## src/rtl/fsync_pkg.sv

```systemverilog
package fsync_pkg;

    typedef enum logic [1:0] {
        FS_IDLE = 2'd0,
        FS_HIGH = 2'd1,
        FS_LOW  = 2'd2
    } fs_state_e;

endpackage

```

## src/rtl/fsync_period_regs.sv

```systemverilog
module fsync_period_regs #(
    parameter int CNT_W = 8
) (
    input  logic             clk_i,
    input  logic             rst_ni,
    input  logic             load_i,
    input  logic [CNT_W-1:0] hi_code_i,
    input  logic [CNT_W-1:0] lo_code_i,
    output logic [CNT_W-1:0] hi_act_o,
    output logic [CNT_W-1:0] lo_act_o
);

    always_ff @(posedge clk_i or negedge rst_ni) begin
        if (!rst_ni) begin
            hi_act_o <= '0;
            lo_act_o <= '0;
        end else if (load_i) begin
            hi_act_o <= hi_code_i;
            lo_act_o <= lo_code_i;
        end
    end


    shadow_hold_chk: assert property (@(posedge clk_i) disable iff (!rst_ni)
        !load_i |=> ($stable(hi_act_o) && $stable(lo_act_o)));

endmodule

```

## src/rtl/fsync_phase_fsm.sv

```systemverilog
module fsync_phase_fsm
    import fsync_pkg::*;
#(
    parameter int CNT_W = 8
) (
    input  logic             clk_i,
    input  logic             rst_ni,
    input  logic             enable_i,
    input  logic [CNT_W-1:0] hi_act_i,
    input  logic [CNT_W-1:0] lo_act_i,
    output logic             load_o,
    output logic             sync_o,
    output logic             frame_start_o
);

    fs_state_e        state_q, state_d;
    logic [CNT_W-1:0] cnt_q, cnt_d;
    logic             hi_done, lo_done;

    assign hi_done = (cnt_q == hi_act_i);
    assign lo_done = (cnt_q == lo_act_i);

    always_comb begin
        state_d = state_q;
        cnt_d   = cnt_q + 1'b1;
        load_o  = 1'b0;
        if (!enable_i) begin
            state_d = FS_IDLE;
            cnt_d   = '0;
        end else begin
            unique case (state_q)
                FS_IDLE: begin
                    state_d = FS_HIGH;
                    cnt_d   = '0;
                    load_o  = 1'b1;
                end
                FS_HIGH: begin
                    if (hi_done) begin
                        state_d = FS_LOW;
                        cnt_d   = '0;
                    end
                end
                FS_LOW: begin
                    if (lo_done) begin
                        state_d = FS_HIGH;
                        cnt_d   = '0;
                        load_o  = 1'b1;
                    end
                end
                default: begin
                    state_d = FS_IDLE;
                    cnt_d   = '0;
                end
            endcase
        end
    end

    always_ff @(posedge clk_i or negedge rst_ni) begin
        if (!rst_ni) begin
            state_q <= FS_IDLE;
            cnt_q   <= '0;
        end else begin
            state_q <= state_d;
            cnt_q   <= cnt_d;
        end
    end

    always_comb begin
        sync_o        = (state_q == FS_HIGH);
        frame_start_o = (state_q == FS_HIGH) && (cnt_q == '0);
    end


    hi_bound_chk: assert property (@(posedge clk_i) disable iff (!rst_ni)
        (state_q == FS_HIGH) |-> (cnt_q <= hi_act_i));


    lo_bound_chk: assert property (@(posedge clk_i) disable iff (!rst_ni)
        (state_q == FS_LOW) |-> (cnt_q <= lo_act_i));

endmodule

```

## src/rtl/fsync_src_decode.sv

```systemverilog
module fsync_src_decode #(
    parameter int NSRC  = 6,
    parameter int SEL_W = 4
) (
    input  logic             clk_i,
    input  logic             rst_ni,
    input  logic [SEL_W-1:0] sel_i,
    output logic [NSRC-1:0]  onehot_o
);

    logic [NSRC-1:0] onehot_d;

    for (genvar k = 0; k < NSRC; k++) begin : g_src
        assign onehot_d[k] = (sel_i == SEL_W'(k + 1));
    end

    always_ff @(posedge clk_i or negedge rst_ni) begin
        if (!rst_ni) onehot_o <= '0;
        else         onehot_o <= onehot_d;
    end


    src_onehot_chk: assert property (@(posedge clk_i) disable iff (!rst_ni)
        $onehot0(onehot_o));


    src_none_chk: assert property (@(posedge clk_i) disable iff (!rst_ni)
        (sel_i == '0) |=> (onehot_o == '0));

endmodule

```

## src/rtl/fsync_gen.sv

```systemverilog
module fsync_gen #(
    parameter int CNT_W = 8,
    parameter int NSRC  = 6,
    parameter int SEL_W = 4
) (
    input  logic             clk_i,
    input  logic             rst_ni,
    input  logic             enable_i,
    input  logic [CNT_W-1:0] hi_code_i,
    input  logic [CNT_W-1:0] lo_code_i,
    input  logic [SEL_W-1:0] src_sel_i,
    output logic             sync_o,
    output logic             frame_start_o,
    output logic [NSRC-1:0]  src_onehot_o
);

    logic             load;
    logic [CNT_W-1:0] hi_act, lo_act;

    fsync_period_regs #(.CNT_W(CNT_W)) u_regs (
        .clk_i     (clk_i),
        .rst_ni    (rst_ni),
        .load_i    (load),
        .hi_code_i (hi_code_i),
        .lo_code_i (lo_code_i),
        .hi_act_o  (hi_act),
        .lo_act_o  (lo_act)
    );

    fsync_phase_fsm #(.CNT_W(CNT_W)) u_fsm (
        .clk_i         (clk_i),
        .rst_ni        (rst_ni),
        .enable_i      (enable_i),
        .hi_act_i      (hi_act),
        .lo_act_i      (lo_act),
        .load_o        (load),
        .sync_o        (sync_o),
        .frame_start_o (frame_start_o)
    );

    fsync_src_decode #(.NSRC(NSRC), .SEL_W(SEL_W)) u_src (
        .clk_i    (clk_i),
        .rst_ni   (rst_ni),
        .sel_i    (src_sel_i),
        .onehot_o (src_onehot_o)
    );


    stop_low_chk: assert property (@(posedge clk_i) disable iff (!rst_ni)
        !enable_i |=> (!sync_o && !frame_start_o));


    start_on_rise_chk: assert property (@(posedge clk_i) disable iff (!rst_ni)
        $rose(sync_o) |-> frame_start_o);


    start_single_chk: assert property (@(posedge clk_i) disable iff (!rst_ni)
        frame_start_o |=> !frame_start_o);

endmodule

```

## config.mk

```make
export PLATFORM = sky130hd
export DESIGN_NAME = fsync_gen
export DESIGN_NICKNAME = d
export VERILOG_FILES = /design/src/rtl/fsync_pkg.sv /design/src/rtl/fsync_period_regs.sv /design/src/rtl/fsync_phase_fsm.sv /design/src/rtl/fsync_src_decode.sv /design/src/rtl/fsync_gen.sv
export SDC_FILE = /design/constraint.sdc
export NUM_CORES = 1
export LEC_CHECK = 0
export ABC_AREA = 0
export BUFFER_PORTS_ARGS = -buffer_cell sky130_fd_sc_hd__buf_2
export CAP_MARGIN = 10
export CORE_MARGIN = 2
export CORE_UTILIZATION = 48
export CTS_CLUSTER_SIZE = 10
export DETAILED_ROUTE_END_ITERATION = 10
export GPL_TIMING_DRIVEN = 0
export HOLD_SLACK_MARGIN = 0.15
export PLACE_DENSITY = 0.77
export SYNTH_ARGS = -nofsm -noshare
export SYNTH_HDL_FRONTEND = slang
export SYNTH_SLANG_ARGS = --single-unit
```

## constraint.sdc

```tcl
create_clock -name clk_i -period 1.79 [get_ports clk_i]
set_input_delay 0 -clock clk_i [delete_from_list [all_inputs] [get_ports clk_i]]
set_output_delay 0 -clock clk_i [all_outputs]
set_load 0.02 [all_outputs]
```

==> flow_summary.json <==
{
  "outcome": "finished, violations left",
  "violations": "setup timing",
  "power_density_nw_per_um2": 1170,
  "hp-class": "primary input to async pin",
  "place_ws_ps": -323,
  "syn_inst": 132,
  "first_pass_iters": 4,
  "clockRootBuffer": "clkbuf_4",
  "port_buffers": 30,
  "wirelength_mm": 3.60,
  "crit_fanout": 5,
  "maxCapViolations": 0,
  "initial_utilization_pct": 50.6,
  "route.detailed.drc": 0,
  "clk_pin_slew_worst_paths_ps": 100,
  "tightest_slew_ps": 706,
  "r2r_end": "u_regs.hi_act_o[3]",
  "cts.sinks": 32,
  "area_delta_synth_final_pct": 47.1,
  "yosys_warnings": 0,
  "reg2reg_slack_ps": -220,
  "slew_viol_final": 0,
  "finalHoldViolations": 0,
  "track_usage_pct": 19.6,
  "dr_total_vias": 1217,
  "critPathKind": "register to register",
  "netlist_area_sq_um": 1560,
  "r2r_start": "u_fsm.cnt_q[6]",
  "n_antenna_cell": 0,
  "fin_crit_ps": 2010,
  "fin_cells": 250,
  "io_pins": 31,
  "die_x_microns": 61.0,
  "grt.met1_usage_pct": 21.4,
  "skew_ps": 9.01,
  "rsz0062_at_grt": "yes",
  "finalNetCount": 234,
  "coreArea_sq_um": 3080,
  "cts.path.max_buffers": 2,
  "yosysSeqAreaShare_pct": 51.4,
  "min_period_over_period_pct": 112,
  "detail_route.wl_per_cell_microns": 14.4,
  "met3_usage_pct": 4.69,
  "num_rows": 20,
  "cts_made_buffers": 5,
  "n_fill_cell": 192,
  "worstRegToRegCells": 8,
  "synth_area_per_cell_sq_um": 11.8,
  "ys_ff_latch": 32,
  "slew_headroom_pct": 53.0,
  "required_ps": 2000,
  "power_leakage_nw": 1.12,
  "first_iter_violations": 33,
  "vias_per_cell": 4.87,
  "overflow": 0,
  "setup_viol": 26,
  "drive_above_1_share_pct": 41.3,
  "total_power_mw": 2.68,
  "fmax_ghz": 0.497,
  "cts_tree": "done",
  "worst_slack_ps": -221,
  "die_y_microns": 61.0,
  "syn-num-nets": 161,
  "cp.arrival_ps": 2220,
  "die-area_sq_um": 3720,
  "gr-max-usage-layer": "met2",
  "crit_path_start_kind": "register",
  "grt_first_pass_wirelength_mm": 5.21,
  "end_kind": "register",
  "antenna_found_initial": 0,
  "ant_nets": 0,
  "holdWs_ps": 257,
  "grt_max_degree": 33,
  "utilization_pct": 74.4,
  "htree_levels": 2,
  "max-vdd-ir-drop_v": 0.000739,
  "grtUsageMet2_pct": 35.5,
  "clk-insertion-delay-late_ps": 330,
  "place.gp.congestion": 0.815,
  "post-dp-hpwl_mm": 2.13,
  "grt_pass1_vias": 1222,
  "ys_types": 27,
  "place_inst": 206
}
## Yosys cell counts (all sizes together)
cell type / number / area (sq um)
or4: 1 / 7.51
a21boi: 2 / 15.0
o21ai: 1 / 5.00
nand2b: 3 / 18.8
xor2: 18 / 158
ha: 6 / 75.1
xnor2: 4 / 35.0
o31ai: 1 / 7.51
mux2: 16 / 180
nand2: 3 / 11.3
and4b: 1 / 10.0
dfrtp: 32 / 801
o211ai: 2 / 15.0
nor3: 4 / 20.0
nor4b: 1 / 8.76
buf: 6 / 42.5
a31oi: 1 / 6.26
nor2: 15 / 56.3
nor4: 3 / 25.0
nor2b: 1 / 6.26
a41oi: 1 / 8.76
and3: 2 / 12.5
nand3: 2 / 10.0
inv: 6 / 22.5
## power by group
| part | internal [mW] | leakage [nW] | switching, mW |
|---|---|---|---|
| registers | 0.933 | 0.404 | 0.166 |
| clock network | 0.192 | 0.0315 | 0.249 |
| logic | 0.653 | 0.686 | 0.488 |
| total | 1.78 | 1.12 | 0.903 |
## layer usage
layer / vias to the layer above / routed length (microns)
met5: - / 0
met2: 28 / 1950
met4: 0 / 61
met1: 595 / 1460
met3: 6 / 125
li1: 588 / -
## through the flow
stage	area [sq um]	setup TNS [ps]
floorplan	1560	-475
global placement	1770	-5810
detailed placement	1770	-6450
CTS	2170	-5110
global route	2290	-6160
finish	2290	-4480
## cell families after synthesis
| family | after synthesis | share of synthesized area, % |
|---|---|---|
| xor gates and xnor gates | 22 | 12.4 |
| buffers and inverters | 12 | 4.18 |
| adders and majority gates | 6 | 4.82 |
| AOI/OAI and AO/OA | 8 | 3.70 |
| and+or+nand+nor | 36 | 12.0 |
| muxes | 16 | 11.6 |
| DFF | 32 | 51.4 |
## worst max-delay path: stages (launching register included)
cell	delay, ps
dfrtp_1	470
xor2_1	200
nor4_2	210
buf_4	160
a41oi_2	90
nor2b_1	140
buf_4	170
clkbuf_16	160
mux2_4	290
## placed cells by master, fill, tap and decap left out, types with 2 or more instances in the layout
cell / instances
a21boi_2: 2
and3_1: 2
buf_2: 33
buf_4: 9
buf_6: 3
clkbuf_4: 5
dfrtp_1: 30
dfrtp_2: 2
dlygate4sd3_1: 25
ha_1: 6
inv_1: 6
mux2_2: 5
mux2_4: 11
nand2_1: 3
nand2b_1: 3
nand3_1: 2
nor2_1: 10
nor2_2: 5
nor3_1: 4
nor4_2: 2
o211ai_1: 2
xnor2_1: 4
xor2_1: 18
## state kept, by name, summed over array words and instances (netlist names)
name	cells
u_regs.lo_act_o	8
u_fsm.cnt_q	8
u_regs.hi_act_o	8
u_src.onehot_o	6
u_fsm.state_q	2
## layout make-up
class	count	area (sq um)	share of cell area, %
Tap cell	44	55.1	2.40
Clock inverter	1	7.51	0.328
Buffer	6	48.8	2.13
Inverter	6	22.5	0.983
Multi-Input combinational cell	88	791	34.5
Clock buffer	7	55.1	2.40
Sequential cell	32	803	35.1
Timing Repair Buffer	66	508	22.2
## how the worst max path moves through the flow
stage | startpoint | endpoint | slack (ps) | cells past startpoint
5_1_grt | u_fsm.cnt_q[6] | u_regs.lo_act_o[5] | -280 | 8
3_3_place_gp | u_fsm.cnt_q[0] | u_regs.lo_act_o[5] | -300 | 7
3_5_place_dp | u_fsm.cnt_q[1] | u_regs.lo_act_o[1] | -320 | 7
6_report | u_fsm.cnt_q[6] | u_regs.hi_act_o[3] | -220 | 8
2_1_floorplan | u_fsm.cnt_q[1] | u_regs.hi_act_o[3] | -50 | 7
4_1_cts | u_fsm.cnt_q[5] | u_regs.lo_act_o[1] | -280 | 9
## what timing repair did
item	4_1_cts	5_1_grt
setup endpoints to repair	25	27
hold endpoints to repair	64	0
buffers inserted	7	3
pin swaps	9	8
hold buffers	25	0
gates resized for setup	7	23
gates cloned	0	1
Power figures use the tool's default switching activity.
